`src/rtl/wdt_pkg.sv`:
```
package wdt_pkg;
  localparam int SCALE_W  = 3;
  localparam int KICK_POS = 7;
  localparam int DATA_W   = 8;
  localparam int MAX_CODE = (1 << SCALE_W) - 1;

  typedef logic [SCALE_W-1:0] scale_t;

  // decoded view of one host write
  typedef struct packed {
    logic off_req;   // code 0 written
    logic arm_req;   // nonzero code written
    logic kick_bit;  // bit 7 value
  } wr_cmd_t;
endpackage

```
`src/rtl/wdt_kick_edge.sv`:
```
module wdt_kick_edge (
  input  logic clk,
  input  logic rst_n,
  input  logic wr_en,
  input  logic kick_bit,
  output logic kick_pulse
);
  logic last_q, last_d;

  always_comb begin
    last_d = last_q;
    if (wr_en) last_d = kick_bit;
  end

  always_ff @(posedge clk or negedge rst_n) begin
    if (!rst_n) last_q <= 1'b0;
    else        last_q <= last_d;
  end

  assign kick_pulse = wr_en & kick_bit & ~last_q;
endmodule

```
`src/rtl/wdt_off_timer.sv`:
```
module wdt_off_timer #(
  parameter int MIN_OFF_US = 150
) (
  input  logic clk,
  input  logic rst_n,
  input  logic clr,
  input  logic us_tick,
  output logic gap_done
);
  localparam int OW = $clog2(MIN_OFF_US + 1);
  localparam logic [OW-1:0] LIMIT = OW'(MIN_OFF_US);

  logic [OW-1:0] cnt_q, cnt_d;

  always_comb begin
    cnt_d = cnt_q;
    if (clr)                         cnt_d = '0;
    else if (us_tick && cnt_q != LIMIT) cnt_d = cnt_q + OW'(1);
  end

  always_ff @(posedge clk or negedge rst_n) begin
    if (!rst_n) cnt_q <= '0;
    else        cnt_q <= cnt_d;
  end

  assign gap_done = (cnt_q == LIMIT);
endmodule

```
`src/rtl/wdt_elapsed.sv`:
```
module wdt_elapsed
  import wdt_pkg::*;
#(
  parameter int BASE_TICKS    = 1000,
  parameter int MIN_WIN_TICKS = 250
) (
  input  logic   clk,
  input  logic   rst_n,
  input  logic   run,
  input  logic   restart,
  input  logic   ms_tick,
  input  scale_t scale,
  output logic   last_tick,
  output logic   in_window
);
  localparam int CW = $clog2((BASE_TICKS << MAX_CODE) + 1);
  localparam logic [CW-1:0] BASE_C = CW'(BASE_TICKS);
  localparam logic [CW-1:0] WIN_C  = CW'(MIN_WIN_TICKS);

  logic [CW-1:0] el_q, el_d, limit;

  assign limit     = BASE_C << scale;
  assign last_tick = run & ms_tick & (el_q == limit - CW'(1));
  assign in_window = (el_q < WIN_C);

  always_comb begin
    el_d = el_q;
    if (!run || restart)         el_d = '0;
    else if (ms_tick && !last_tick) el_d = el_q + CW'(1);
  end

  always_ff @(posedge clk or negedge rst_n) begin
    if (!rst_n) el_q <= '0;
    else        el_q <= el_d;
  end
endmodule

```
`src/rtl/wdt_windowed.sv`:
```
module wdt_windowed
  import wdt_pkg::*;
#(
  parameter int BASE_TICKS    = 1000,
  parameter int MIN_WIN_TICKS = 250,
  parameter int MIN_OFF_US    = 150,
  parameter bit EARLY_EXPIRE  = 1'b1
) (
  input  logic               clk,
  input  logic               rst_n,
  input  logic               ms_tick,
  input  logic               us_tick,
  input  logic               wr_en,
  input  logic [DATA_W-1:0]  wr_data,
  output logic [SCALE_W-1:0] scale_o,
  output logic               armed_o,
  output logic               early_err_o,
  output logic               expire_o
);
  // reset: asynchronous assert, synchronous release
  logic [1:0] rsync_q;
  logic       rst_i_n;
  always_ff @(posedge clk or negedge rst_n) begin
    if (!rst_n) rsync_q <= 2'b00;
    else        rsync_q <= {rsync_q[0], 1'b1};
  end
  assign rst_i_n = rsync_q[1];

  wr_cmd_t cmd;
  scale_t  scale_q, scale_d;
  logic    armed_q, armed_d, err_q, err_d, exp_q, exp_d;
  logic    kick_pulse, gap_done, last_tick, in_window;
  logic    kick_v, early, good_kick, trip, arm_ok, unused_bits;

  assign unused_bits  = ^wr_data[KICK_POS-1:SCALE_W];
  assign cmd.off_req  = wr_en & (wr_data[SCALE_W-1:0] == '0);
  assign cmd.arm_req  = wr_en & (wr_data[SCALE_W-1:0] != '0);
  assign cmd.kick_bit = wr_data[KICK_POS];

  wdt_kick_edge u_kick (
    .clk(clk), .rst_n(rst_i_n), .wr_en(wr_en),
    .kick_bit(cmd.kick_bit), .kick_pulse(kick_pulse)
  );

  wdt_off_timer #(.MIN_OFF_US(MIN_OFF_US)) u_gap (
    .clk(clk), .rst_n(rst_i_n), .clr(armed_q),
    .us_tick(us_tick), .gap_done(gap_done)
  );

  wdt_elapsed #(.BASE_TICKS(BASE_TICKS), .MIN_WIN_TICKS(MIN_WIN_TICKS)) u_el (
    .clk(clk), .rst_n(rst_i_n), .run(armed_q), .restart(good_kick),
    .ms_tick(ms_tick), .scale(scale_q),
    .last_tick(last_tick), .in_window(in_window)
  );

  always_comb begin
    arm_ok    = cmd.arm_req & ~armed_q & gap_done;
    kick_v    = kick_pulse & armed_q & ~cmd.off_req;
    early     = kick_v & in_window;
    good_kick = kick_v & ~in_window;
    trip      = armed_q & ~cmd.off_req &
                ((last_tick & ~good_kick) | (early & EARLY_EXPIRE));

    armed_d = armed_q;
    scale_d = scale_q;
    if (cmd.off_req || trip) begin
      armed_d = 1'b0;
      scale_d = '0;
    end else if (arm_ok) begin
      armed_d = 1'b1;
      scale_d = wr_data[SCALE_W-1:0];
    end
    err_d = err_q | early;
    exp_d = trip;
  end

  always_ff @(posedge clk or negedge rst_i_n) begin
    if (!rst_i_n) begin
      armed_q <= 1'b0;
      scale_q <= '0;
      err_q   <= 1'b0;
      exp_q   <= 1'b0;
    end else begin
      armed_q <= armed_d;
      scale_q <= scale_d;
      err_q   <= err_d;
      exp_q   <= exp_d;
    end
  end

  assign scale_o     = scale_q;
  assign armed_o     = armed_q;
  assign early_err_o = err_q;
  assign expire_o    = exp_q;
endmodule

```
`config.mk`:
```
export PLATFORM = sky130hd
export DESIGN_NAME = wdt_windowed
export DESIGN_NICKNAME = d
export VERILOG_FILES = /design/src/rtl/wdt_pkg.sv /design/src/rtl/wdt_kick_edge.sv /design/src/rtl/wdt_off_timer.sv /design/src/rtl/wdt_elapsed.sv /design/src/rtl/wdt_windowed.sv
export SDC_FILE = /design/constraint.sdc
export NUM_CORES = 1
export LEC_CHECK = 0
export BUFFER_PORTS_ARGS = -buffer_cell sky130_fd_sc_hd__buf_2
export CORE_ASPECT_RATIO = 0.5
export CORE_UTILIZATION = 60
export DETAILED_ROUTE_END_ITERATION = 12
export PLACE_DENSITY = 0.8
export SLEW_MARGIN = 20
export SYNTH_ARGS = -nofsm -noshare
export SYNTH_HDL_FRONTEND = slang
export SYNTH_HIERARCHICAL = 1
export SYNTH_SLANG_ARGS = --single-unit
```
`constraint.sdc`:
```
create_clock -name clk -period 2.5 [get_ports clk]
set_input_delay 0.25 -clock clk [delete_from_list [all_inputs] [get_ports clk]]
set_output_delay 0.25 -clock clk [all_outputs]
set_load 0.02 [all_outputs]
```
==> metrics <==
status completed; Die Area 4460 sq um; Rel. slew slack 60.5%; fmax 0.428 GHz; Post-synth ARST share 100%; syn nets 300; peak supply drop 363 uV; slew at the pin closest to its max-slew limit 0.590 ns; Multi-input gate area 1490 sq um; largest net degree at the start of global routing 33; Area contributors post-synth dfrtp_1 34%, nand4_1 5.5%, o211ai_1 4.8%; FF+latch area 855 sq um; first drt pass iteration count 5; syn avg cell area 8.82 sq um; HP Class input pin to register; Initial Util 63.5%; clock latency on the worst-skew pair 0.28 ns; crit end category register; # setup viols final 0; total wire length 6.04 mm; Synth Flop Type dfrtp_1; first-pass GRT wire length 9.58 mm; Worst Path Arrival 2.55 ns; Leakage 1.22 nW; GP Congestion 0.916; Cells after Synth 284; Diodes inserted 0; CP Launch Type register; Min Hold Slack 0.189 ns; Power per Cell Area 489 nW/um^2; row count 16; I/O pin count 19; fin crit share 93.5%; data required time of the critical path 2.71 ns; Slew Limit Fails 0; crit-path max FO 14; Gate power share 13.9%; total global routing overflow 0; Ys Warns 6; final hold vios 0; Sw Share 26.3%; Internal Power 1.02 mW; nets@finish 324; Die Wd 93.4 microns; power after layout 1.38 mW; IO buf count 14; final antenna-violating net count 0; Yosys reg bits 34; post-synth top area share 33.9%; cts bufs inserted 5; Post-synth EDFFs 0; Vias/cell 6.54; DRC 0; clock sinks 34; initial antenna violation count 0; routed len/inst 16.7 microns; vias in the first global route 2017; register share of total power 48.7%; area of the mapped netlist 2510 sq um; Layout area overhead 13.0%; Setup Skew 0.00469 ns; Crit Path Category register to register; P_sw 0.364 mW; post-DP HPWL 4.26 mm; power share of the clock group 37.3%; CTS tree built; GRT Total Usage 28.8%; Yosys top cell by area dfrtp_1; routed vias 2367; RSZ-0062 raised after global routing false; post-synthesis sequential area ratio 33.9%; layout cells sized above 1 25.6%; library cells used by synthesis 70; root buf cell clkbuf_8; core area 3940 sq um; Post-CTS Setup Inserts 0; max_cap viols 0; Detailed Route Iter0 Violations 189; clock tree buffer depth 2; H-tree depth 2; Fin Setup TNS 0 ns; # fillers 299; clk slew on worst S/H paths 0.07 ns; fin crit period 2.34 ns; die height 47.7 microns
## worst paths after layout
check	startpoint	end	slack, ns	cells after the start
worst max-delay path	scale_o[0]	u_el/el_q[6]	0.16	7
worst min-delay path	wr_data[0]	scale_o[0]	0.19	3
worst max register to register	scale_o[0]	u_el/el_q[6]	0.16	7
worst min register to register	rsync_q[1]	u_el/el_q[12]	0.29	1
max in group asynchronous	rsync_q[1]	scale_o[2]	1.90	1
min in group asynchronous	rsync_q[1]	u_el/el_q[12]	0.29	1
## state kept, by name (all words and copies together) (netlist names)
| signal | flops |
|---|---|
| rsync_q | 2 |
| u_el/el_q | 17 |
| u_kick/last_q | 1 |
| early_err_o | 1 |
| expire_o | 1 |
| scale_o | 3 |
| u_gap/cnt_q | 8 |
| armed_o | 1 |
## synth_stat cells, types with 5 or more instances
master    instances
dfrtp_1          34
nand2_1          24
nand4_1          22
nor2_1           17
o211ai_1         16
nand3_1          15
or4_1            14
a21oi_1           9
clkbuf_1          9
and4_1            7
buf_2             6
inv_1             6
mux2_2            5
nand2b_1          5
nor2b_1           5
o21ai_0           5
## critical path, cell delays in order (launching register included)
cell	delay [ns]
dfrtp_2	0.50
or2_1	0.27
o211a_1	0.22
a311oi_2	0.33
nor2_2	0.15
buf_4	0.18
or4_1	0.49
nand4_1	0.11
## power groups by stage
stage | registers (mW) | clock network (mW) | logic [mW]
after CTS | 0.672 | 0.524 | 0.195
after global routing | 0.681 | 0.556 | 0.224
after floorplan | 0.672 | 0 | 0.147
after detailed placement | 0.681 | 0 | 0.194
final | 0.675 | 0.517 | 0.193
after global placement | 0.676 | 0 | 0.181
## layout make-up
type	count	area share [%]
clock buffer	6	2.92
inverter	6	0.795
timing repair buffer	42	9.98
multi-input combinational	219	52.7
tap	54	2.39
sequential	34	30.2
clock inverter	1	1.06
## layer usage
layer | share of wire (%) | wire length [microns] | up-vias | track usage, %
met5 | 0 | 0 | - | 0
met4 | 0.89 | 54 | 0 | 6.77
met3 | 6.6 | 398 | 11 | 6.98
met2 | 47 | 2810 | 83 | 49.9
met1 | 46 | 2770 | 1137 | 38.1
li1 | - | - | 1136 | -
## timing repair
action / in CTS / in global routing
hold buffers: 1 / 0
resized for setup: 0 / 5
endpoints found under the setup margin: 0 / 16
hold endpoints to repair: 2 / 0
## cell families (layout without fill, tap and decap cells)
group | Yosys count | after routing | share of synthesized area [%]
mux | 6 | 6 | 2.85
buf+inv | 31 | 55 | 6.84
flops | 34 | 34 | 33.9
compound gates | 61 | 61 | 19.2
xor+xnor | 3 | 3 | 1.05
fa+ha+maj | 3 | 3 | 1.50
simple gates | 145 | 145 | 34.5
other cells | 1 | 1 | 0.150
## stage by stage
stage / cell area [sq um] / instances / utilization (%) / setup slack [ns]
after floorplan: 2510 / 284 / - / 0.0799
after global placement: 2700 / 354 / 68.5 / 0.120
after detailed placement: 2700 / 354 / 68.5 / 0.0618
after CTS: 2820 / 362 / 71.6 / 0.0556
after global routing: 2830 / 362 / 71.8 / 0.0483
final: 2830 / 362 / 71.8 / 0.163
## cell usage in the layout (no fill, tap or decap), types with 6 or more instances in the layout
cell type | Yosys | routed
nand4_1 | 22 | 22
and4_1 | 7 | 7
o211ai_1 | 16 | 16
or4_1 | 14 | 14
inv_1 | 6 | 6
clkbuf_8 | 1 | 6
nor2_1 | 17 | 17
a21oi_1 | 9 | 9
buf_4 | 4 | 27
dfrtp_1 | 34 | 31
nand2_1 | 24 | 24
buf_2 | 6 | 14
nand3_1 | 15 | 15
Note: power is estimated with default switching activity, not from simulation.
